<file path="config.mk">
export PLATFORM = sky130hd
export DESIGN_NAME = ooo_scoreboard
export DESIGN_NICKNAME = d
export VERILOG_FILES = /design/src/rtl/ooo_sb_pkg.sv /design/src/rtl/ooo_sb_entry.sv /design/src/rtl/ooo_sb_select.sv /design/src/rtl/ooo_sb_alloc.sv /design/src/rtl/ooo_scoreboard.sv
export SDC_FILE = /design/constraint.sdc
export NUM_CORES = 1
export LEC_CHECK = 0
export BUFFER_PORTS_ARGS = -buffer_cell sky130_fd_sc_hd__buf_2
export CAP_MARGIN = 20
export CELL_PAD_IN_SITES_DETAIL_PLACEMENT = 0
export CELL_PAD_IN_SITES_GLOBAL_PLACEMENT = 1
export CORE_UTILIZATION = 51
export DETAILED_ROUTE_END_ITERATION = 10
export HOLD_SLACK_MARGIN = 0.05
export MAX_ROUTING_LAYER = met4
export PLACE_DENSITY = 0.9
export SETUP_SLACK_MARGIN = 0.15
export SYNTH_ARGS = -nofsm -noshare
export SYNTH_HDL_FRONTEND = slang
export SYNTH_HIERARCHICAL = 1
export SYNTH_SLANG_ARGS = --single-unit
</file>
<file path="constraint.sdc">
create_clock -name clk -period 7.3 [get_ports clk]
set_input_delay 1.095 -clock clk [delete_from_list [all_inputs] [get_ports clk]]
set_output_delay 1.095 -clock clk [all_outputs]
set_load 0.02 [all_outputs]
</file>
<file path="src/rtl/ooo_sb_pkg.sv">
// Shared types for the scoreboard issue controller.
// Assumes the unit order ALU, load, store, then the floating-point units.
package ooo_sb_pkg;

    typedef enum logic [1:0] {
        CLS_ALU = 2'd0,
        CLS_LD  = 2'd1,
        CLS_ST  = 2'd2,
        CLS_FP  = 2'd3
    } op_cls_e;

    typedef enum logic [1:0] {
        ENT_FREE,
        ENT_WAIT,
        ENT_EXEC,
        ENT_DONE
    } ent_state_e;

    localparam int FIXED_UNITS = 3;

    // Class served by unit index idx
    function automatic op_cls_e unit_class(input int idx);
        case (idx)
            0:       return CLS_ALU;
            1:       return CLS_LD;
            2:       return CLS_ST;
            default: return CLS_FP;
        endcase
    endfunction

endpackage

</file>
<file path="src/rtl/ooo_sb_entry.sv">
// One unit status entry. It holds the register names, the producer tags of
// the sources, the dispatch age and an execute latency counter.
// Assumes alloc_i is raised only when the entry is free or writing back.
module ooo_sb_entry
    import ooo_sb_pkg::*;
#(
    parameter int REG_W  = 4,
    parameter int TAG_W  = 3,
    parameter int SEQ_W  = 4,
    parameter int NU     = 5,
    parameter int LAT    = 1,
    parameter int MY_IDX = 0
) (
    input  logic             clk,
    input  logic             rst_n,
    input  logic             alloc_i,
    input  logic             dst_en_i,
    input  logic [REG_W-1:0] dst_i,
    input  logic             s1_en_i,
    input  logic [REG_W-1:0] s1_i,
    input  logic [TAG_W-1:0] t1_i,
    input  logic             s2_en_i,
    input  logic [REG_W-1:0] s2_i,
    input  logic [TAG_W-1:0] t2_i,
    input  logic [SEQ_W-1:0] seq_i,
    input  logic             grant_i,
    input  logic [NU-1:0]    wb_vec_i,
    output logic             busy_o,
    output logic             done_o,
    output logic             req_o,
    output logic             exec_o,
    output logic             dst_en_o,
    output logic [REG_W-1:0] dst_o,
    output logic             rd1_o,
    output logic [REG_W-1:0] src1_o,
    output logic             rd2_o,
    output logic [REG_W-1:0] src2_o,
    output logic [SEQ_W-1:0] seq_o
);

    localparam int CNT_W = $clog2(LAT + 1);

    ent_state_e       state_q;
    logic [CNT_W-1:0] cnt_q;
    logic [TAG_W-1:0] t1_q, t2_q;
    logic             s1_en_q, s2_en_q;
    logic             t1_now, t2_now;

    // A source is available if its tag is zero or its producer writes back now
    always_comb begin
        t1_now = (t1_q == '0);
        t2_now = (t2_q == '0);
        for (int k = 0; k < NU; k++) begin
            if (wb_vec_i[k] && t1_q == TAG_W'(k + 1)) t1_now = 1'b1;
            if (wb_vec_i[k] && t2_q == TAG_W'(k + 1)) t2_now = 1'b1;
        end
    end

    // Phase sequence, tag clearing and field capture on allocation
    always_ff @(posedge clk) begin
        if (!rst_n) begin
            state_q <= ENT_FREE;
            cnt_q   <= '0;
            t1_q    <= '0;
            t2_q    <= '0;
        end else begin
            case (state_q)
                ENT_WAIT: begin
                    if (t1_now) t1_q <= '0;
                    if (t2_now) t2_q <= '0;
                    if (grant_i) begin
                        state_q <= ENT_EXEC;
                        cnt_q   <= CNT_W'(LAT);
                    end
                end
                ENT_EXEC: begin
                    cnt_q <= cnt_q - CNT_W'(1);
                    if (cnt_q == CNT_W'(1)) state_q <= ENT_DONE;
                end
                ENT_DONE: if (wb_vec_i[MY_IDX]) state_q <= ENT_FREE;
                default: ;
            endcase
            if (alloc_i) begin
                state_q  <= ENT_WAIT;
                t1_q     <= t1_i;
                t2_q     <= t2_i;
                dst_en_o <= dst_en_i;
                dst_o    <= dst_i;
                s1_en_q  <= s1_en_i;
                src1_o   <= s1_i;
                s2_en_q  <= s2_en_i;
                src2_o   <= s2_i;
                seq_o    <= seq_i;
            end
        end
    end

    assign busy_o = (state_q != ENT_FREE);
    assign done_o = (state_q == ENT_DONE);
    assign req_o  = (state_q == ENT_WAIT) && t1_now && t2_now;
    assign exec_o = (state_q == ENT_EXEC) && (cnt_q == CNT_W'(LAT));
    assign rd1_o  = (state_q == ENT_WAIT) && s1_en_q && (t1_q == '0);
    assign rd2_o  = (state_q == ENT_WAIT) && s2_en_q && (t2_q == '0);


    grant_wait_chk: assert property (@(posedge clk) disable iff (!rst_n)
        grant_i |-> state_q == ENT_WAIT);


    exec_follow_chk: assert property (@(posedge clk) disable iff (!rst_n)
        grant_i |=> exec_o);

endmodule

</file>
<file path="src/rtl/ooo_sb_select.sv">
// Oldest-first issue select. It grants the ready entry with the oldest
// dispatch number. Assumes fewer than 2**(SEQ_W-1) entries are in flight,
// so the modular age difference is unambiguous.
module ooo_sb_select #(
    parameter int NU    = 5,
    parameter int SEQ_W = 4
) (
    input  logic                     clk,
    input  logic                     rst_n,
    input  logic [NU-1:0]            req_i,
    input  logic [NU-1:0][SEQ_W-1:0] seq_i,
    output logic [NU-1:0]            grant_o
);

    // True when age a was dispatched before age b
    function automatic logic older(input logic [SEQ_W-1:0] a, input logic [SEQ_W-1:0] b);
        logic [SEQ_W-1:0] diff;
        diff = b - a;
        return (diff != '0) && !diff[SEQ_W-1];
    endfunction

    // An entry wins when no other ready entry is older
    always_comb begin
        for (int i = 0; i < NU; i++) begin
            grant_o[i] = req_i[i];
            for (int j = 0; j < NU; j++) begin
                if (j != i && req_i[j] && older(seq_i[j], seq_i[i])) grant_o[i] = 1'b0;
            end
        end
    end


    grant_onehot_chk: assert property (@(posedge clk) disable iff (!rst_n)
        $onehot0(grant_o));


    grant_live_chk: assert property (@(posedge clk) disable iff (!rst_n)
        (|req_i) |-> (|(grant_o & req_i)));

endmodule

</file>
<file path="src/rtl/ooo_sb_alloc.sv">
// Dispatch unit picker. It books the lowest free unit of the presented
// class and stalls on a missing unit or a pending destination producer.
// Assumes free_i already counts units that write back this cycle.
module ooo_sb_alloc
    import ooo_sb_pkg::*;
#(
    parameter int NU = 5
) (
    input  logic    valid_i,
    input  op_cls_e cls_i,
    input  logic    waw_i,
    input  logic [NU-1:0] free_i,
    output logic    stall_o,
    output logic [NU-1:0] pick_o
);

    logic found;

    // First free unit of the class, withheld while stalled
    always_comb begin
        pick_o = '0;
        found  = 1'b0;
        for (int u = 0; u < NU; u++) begin
            if (!found && free_i[u] && unit_class(u) == cls_i) begin
                pick_o[u] = 1'b1;
                found     = 1'b1;
            end
        end
        stall_o = valid_i && (!found || waw_i);
        if (!valid_i || stall_o) pick_o = '0;
    end

endmodule

</file>
<file path="src/rtl/ooo_scoreboard.sv">
// Scoreboard issue controller top. It holds the register producer table and
// the dispatch age counter, checks the write-after-read hold, and connects
// the unit entries, the picker and the select. There is no renaming and no
// bypass. Register values are read at grant and written at writeback.
module ooo_scoreboard
    import ooo_sb_pkg::*;
#(
    parameter int NREG    = 16,
    parameter int N_FP    = 2,
    parameter int FP_LAT  = 3,
    parameter int INT_LAT = 1,
    localparam int NU     = FIXED_UNITS + N_FP,
    localparam int REG_W  = $clog2(NREG)
) (
    input  logic             clk,
    input  logic             rst_n,
    input  logic             in_valid,
    input  logic [1:0]       in_cls,
    input  logic             in_dst_en,
    input  logic [REG_W-1:0] in_dst,
    input  logic             in_s1_en,
    input  logic [REG_W-1:0] in_s1,
    input  logic             in_s2_en,
    input  logic [REG_W-1:0] in_s2,
    output logic             in_stall,
    output logic [NU-1:0]    in_unit,
    output logic [NU-1:0]    iss_grant,
    output logic [NU-1:0]    ex_start,
    output logic [NU-1:0]    wb_en
);

    localparam int TAG_W = $clog2(NU + 1);
    localparam int SEQ_W = $clog2(NU) + 1;

    logic [TAG_W-1:0] rstat [NREG];
    logic [SEQ_W-1:0] seq_q;
    logic [NU-1:0]    busy, done_v, req, rd1, rd2, dst_en_v;
    logic [NU-1:0][SEQ_W-1:0] seq_v;
    logic [REG_W-1:0] dst_a [NU];
    logic [REG_W-1:0] src1_a [NU];
    logic [REG_W-1:0] src2_a [NU];
    logic [TAG_W-1:0] t1_new, t2_new, waw_tag, new_tag;
    logic             war_blk;

    // Write-after-read hold: finished units wait for untagged readers
    always_comb begin
        for (int u = 0; u < NU; u++) begin
            war_blk = 1'b0;
            for (int j = 0; j < NU; j++) begin
                if (rd1[j] && src1_a[j] == dst_a[u]) war_blk = 1'b1;
                if (rd2[j] && src2_a[j] == dst_a[u]) war_blk = 1'b1;
            end
            wb_en[u] = done_v[u] && !(dst_en_v[u] && war_blk);
        end
    end

    // Producer tags seen by dispatch, released by this cycle's writebacks
    always_comb begin
        t1_new  = in_s1_en  ? rstat[in_s1]  : '0;
        t2_new  = in_s2_en  ? rstat[in_s2]  : '0;
        waw_tag = in_dst_en ? rstat[in_dst] : '0;
        for (int k = 0; k < NU; k++) begin
            if (wb_en[k] && t1_new  == TAG_W'(k + 1)) t1_new  = '0;
            if (wb_en[k] && t2_new  == TAG_W'(k + 1)) t2_new  = '0;
            if (wb_en[k] && waw_tag == TAG_W'(k + 1)) waw_tag = '0;
        end
    end

    // Tag of the unit booked by this dispatch
    always_comb begin
        new_tag = '0;
        for (int u = 0; u < NU; u++) begin
            if (in_unit[u]) new_tag = TAG_W'(u + 1);
        end
    end

    ooo_sb_alloc #(.NU(NU)) u_alloc (
        .valid_i (in_valid),
        .cls_i   (op_cls_e'(in_cls)),
        .waw_i   (waw_tag != '0),
        .free_i  (~busy | wb_en),
        .stall_o (in_stall),
        .pick_o  (in_unit)
    );

    ooo_sb_select #(.NU(NU), .SEQ_W(SEQ_W)) u_select (
        .clk     (clk),
        .rst_n   (rst_n),
        .req_i   (req),
        .seq_i   (seq_v),
        .grant_o (iss_grant)
    );

    for (genvar u = 0; u < NU; u++) begin : g_unit
        localparam int LAT = (unit_class(u) == CLS_FP) ? FP_LAT : INT_LAT;
        ooo_sb_entry #(
            .REG_W(REG_W), .TAG_W(TAG_W), .SEQ_W(SEQ_W),
            .NU(NU), .LAT(LAT), .MY_IDX(u)
        ) u_ent (
            .clk      (clk),
            .rst_n    (rst_n),
            .alloc_i  (in_unit[u]),
            .dst_en_i (in_dst_en),
            .dst_i    (in_dst),
            .s1_en_i  (in_s1_en),
            .s1_i     (in_s1),
            .t1_i     (t1_new),
            .s2_en_i  (in_s2_en),
            .s2_i     (in_s2),
            .t2_i     (t2_new),
            .seq_i    (seq_q),
            .grant_i  (iss_grant[u]),
            .wb_vec_i (wb_en),
            .busy_o   (busy[u]),
            .done_o   (done_v[u]),
            .req_o    (req[u]),
            .exec_o   (ex_start[u]),
            .dst_en_o (dst_en_v[u]),
            .dst_o    (dst_a[u]),
            .rd1_o    (rd1[u]),
            .src1_o   (src1_a[u]),
            .rd2_o    (rd2[u]),
            .src2_o   (src2_a[u]),
            .seq_o    (seq_v[u])
        );
    end

    // Register producer table: writeback clears, dispatch claims (dispatch wins)
    always_ff @(posedge clk) begin
        if (!rst_n) begin
            for (int r = 0; r < NREG; r++) rstat[r] <= '0;
        end else begin
            for (int k = 0; k < NU; k++) begin
                if (wb_en[k] && dst_en_v[k]) rstat[dst_a[k]] <= '0;
            end
            if ((|in_unit) && in_dst_en) rstat[in_dst] <= new_tag;
        end
    end

    // Dispatch age counter, one step per accepted instruction
    always_ff @(posedge clk) begin
        if (!rst_n) seq_q <= '0;
        else if (|in_unit) seq_q <= seq_q + SEQ_W'(1);
    end


    alloc_free_chk: assert property (@(posedge clk) disable iff (!rst_n)
        (in_unit & busy & ~wb_en) == '0);


    stall_valid_chk: assert property (@(posedge clk) disable iff (!rst_n)
        in_stall |-> in_valid);

endmodule

</file>
==> results.md <==
- Layout cells sized above 1: 0.112
- Total CTS buffers: 17
- Root Driver: clkbuf_16
- Fin worst setup slack: 425 ps
- Diodes inserted: 0
- Worst slew pin tran: around 1100 ps
- Instance area after placement: roughly 0.016 mm²
- Skew-Pair Late Insertion Delay: 450 ps
- Tot GR Track Use: 0.325
- Reg power frac: 0.400
- Largest family of logic cells by synthesized area: simple AND/OR/NAND/NOR gates
- Clock skew: approximately 11 ps
- Setup WS pre-CTS: ~1100 ps
- Antenna Nets Post-Route: 0
- Total power: about 3.4 mW
- Rel. slew slack: 0.238
- Crit path kind: register to primary output
- Area Growth Syn to Fin: 6.19%
- Worst Path Buf+Inv: 5
- Status: finished with violations
- CTS Buffer Depth: 2
- Post-Synth Adder-Cell Area: 0.0867
- Worst vdd rail ir drop: 0.188 mV
- Compound-Gate Fraction of Synth Area: 0.110
- Post-DR vias/cell: 6.66
- Avg WL per Cell: roughly 25 µm
- Post-Synthesis Mean Instance Area: ~10 µm²
- Post-synthesis sequential area ratio: 0.332
- Worst setup EP type: primary output
- Post-DP HPWL: ~36,000 µm
- RSZ-0062 raised after global routing: no
- CTS sink cnt: about 190
- Mapped Area: 0.0160 mm²
- Unique cell type count in the Yosys netlist: 79
- Combinational power share: 0.307
- H-tree level count: 4
- Crit path cell chain: inv_1 > ha_1 > or2b_1 > nor4b_2 > buf_4 > nand2_1 > nor4_1 > nor4_1 > a31oi_1 > inv_1 > nor3b_1 > a211oi_1 > o32a_1 > inv_1 > a31oi_1 > a32oi_1 > and4_1 > buf_2
- Die area: ~0.032 mm²
- Post-Synth XOR/XNOR Area: 0.139
- Drt total wl: 49,900 µm
- Synth Area in Simple Gates: 0.187
- Routability cong.: 0.992
- Internal power: roughly 2.2 mW
- Failing checks: DRC
- Starting Density: 0.521
- Initial antenna violation count: 0
- First-pass GRT wire length: 75,400 µm
- CTS Hold Buffers Added: 0
- Ports: 41
- Postcts setup bufs: 0
- IO Port Bufs: 40
- CP most frequent cell: inv_1
- CP max-delay cell: inv_1
- Post-synth EDFFs: between 100 and 150
- Max cap viols: 0
- Fin. Hold Viols: 0
- DR pass1 iterations: 9
- Grt total ovfl: 0
- Vias in the first global route: between 10,000 and 15,000
- Iteration-0 DRC Markers: roughly 1,500
- DR vias: between 10,000 and 15,000
- Rows: between 60 and 70
- Final setup vio count: 0
- Mux share of post-synthesis cell area: 0.0883
- Required @ worst endpoint: 6200 ps
- Die height: 179 µm
- CTS tree: built
- #FFs+latches synth: ~190
- Fin crit share: 0.942
- Critical-path maximum fanout: 20
- NetSw: ~1.2 mW
- Yosys warns: 6
- Setup TNS Final: 0 ps
- Max Slew Vio Count: 0
- Power Density: 202 mW/mm²
- Hold Path Class: register to register
- Switching Share: 0.360
- Clock-pin slew of the registers on the worst-case setup and hold paths: ~80 ps
- Core ar.: between 0.03 and 0.04 mm²
- Clock power share: 0.293
- Top Family by Delay on Critical Path: simple AND/OR/NAND/NOR gates
- Worst Path Arrival: 5780 ps
- Final net count: 1,709
- PostCTS Resize Cnt: 0
- Leakage: 6.11 nW
- Ys async rst share: 0
- Mapped Nets: roughly 1,700
- Predominant post-synthesis flop cell: edfxtp_1
- Fmax: approximately 0.15 GHz
- CP max stage delay: 570 ps
- Hold_ws: around 520 ps
- Die Wd: ~180 µm
- Post-route minimum period: 6880 ps
- Worst setup SP type: register
- Syn Inst Count: roughly 1,600
- DRC: 6
- Pin count of the biggest net entering global routing: 34
- Design Area, Final: between 0.015 and 0.02 mm²
## through the flow
step,instances,util
6_report,1993,0.553
3_5_place_dp,1961,0.533
5_1_grt,1993,0.553
4_1_cts,1993,0.553
2_1_floorplan,1602,-
3_3_place_gp,1959,0.533
## power groups by stage
stage / combinational, mW / sequential (mW) / clock [mW]
after floorplan: 0.760 / 1.33 / 0
after global placement: 1.01 / 1.39 / 0
after detailed placement: 1.04 / 1.39 / 0
after CTS: 1.04 / 1.37 / 1.01
after global routing: 1.15 / 1.38 / 1.05
final: 1.06 / 1.37 / 1.01
## path summary, 6_finish.rpt
check,from,end,slack [ps],cells past startpoint
max,g_unit[4].u_ent/state_q[1],iss_grant[0],420,18
min,g_unit[2].u_ent/cnt_q,g_unit[2].u_ent/cnt_q,520,2
max reg2reg,g_unit[1].u_ent/state_q[1],rstat[15][1],1010,22
min reg2reg,g_unit[2].u_ent/cnt_q,g_unit[2].u_ent/cnt_q,520,2
## layer usage
metal	global-route usage	part of all wire
met2	0.508	0.46
met3	0.0719	0.098
met1	0.411	0.40
met4	0.123	0.039
met5	-	0
## state kept, by name (all words and copies together) (netlist names)
name,flops
rstat,48
g_unit.u_ent/dst_o,20
g_unit.u_ent/seq_o,20
g_unit.u_ent/src1_o,20
g_unit.u_ent/src2_o,20
g_unit.u_ent/t1_q,15
g_unit.u_ent/t2_q,15
g_unit.u_ent/state_q,10
g_unit.u_ent/cnt_q,7
g_unit.u_ent/dst_en_o,5
g_unit.u_ent/s1_en_q,5
g_unit.u_ent/s2_en_q,5
seq_q,4
## Yosys cell counts (all sizes together), types with 27 or more instances
library cell | number | area, µm²
ha | 95 | 1190
a21oi | 53 | 265
buf | 83 | 536
inv | 74 | 278
nor3 | 43 | 215
nand2b | 27 | 169
clkbuf | 28 | 109
nor4 | 47 | 330
dfxtp | 51 | 1020
edfxtp | 143 | 4290
nor2b | 28 | 220
nand3 | 48 | 240
o21ai | 31 | 155
nor2 | 88 | 330
xnor2 | 81 | 709
xor2 | 172 | 1510
mux4 | 46 | 1120
nand2 | 153 | 579
## final cells by class
class	count	area (µm²)
clock buffers	17	425
clock inverters	15	186
fillers	2653	13700
inverters	74	278
multi-input cells	1223	9850
flip-flops and latches	194	5320
well taps	396	495
repair buffers	74	463
## logic make-up after synthesis
kind of cell / Yosys count
simple gates: 550
buf+inv: 185
mux: 75
fa+ha+maj: 105
compound gates: 240
flops: 194
xor+xnor: 253
## cell usage in the layout, fill, tap and decap left out, types with 13 or more instances in the layout
master / synthesis / final
nand2b_1: 27 / 27
nand2_1: 151 / 151
a211oi_1: 15 / 15
mux4_2: 24 / 24
a22oi_1: 13 / 13
o211ai_1: 15 / 15
xor2_1: 171 / 171
nor4_1: 44 / 44
nor3b_1: 23 / 22
mux4_1: 22 / 22
mux2i_1: 24 / 24
nor3_1: 43 / 41
a31oi_1: 19 / 19
nand3_1: 48 / 48
buf_2: 50 / 40
a21oi_1: 53 / 53
inv_1: 74 / 74
dfxtp_1: 51 / 51
nor2_1: 88 / 83
edfxtp_1: 143 / 143
clkbuf_16: 0 / 17
buf_4: 23 / 33
xnor2_1: 81 / 81
nor2b_1: 22 / 22
o21ai_0: 30 / 30
ha_1: 95 / 95
nand4_1: 14 / 14
## worst min-delay path: cells and delay by family (launching register included)
family | cells | cell delay, ps
flip-flops | 1 | 330
AO/OA/AOI/OAI | 1 | 100
AND/OR/NAND/NOR | 1 | 50
(Power assumes the default switching activity.)
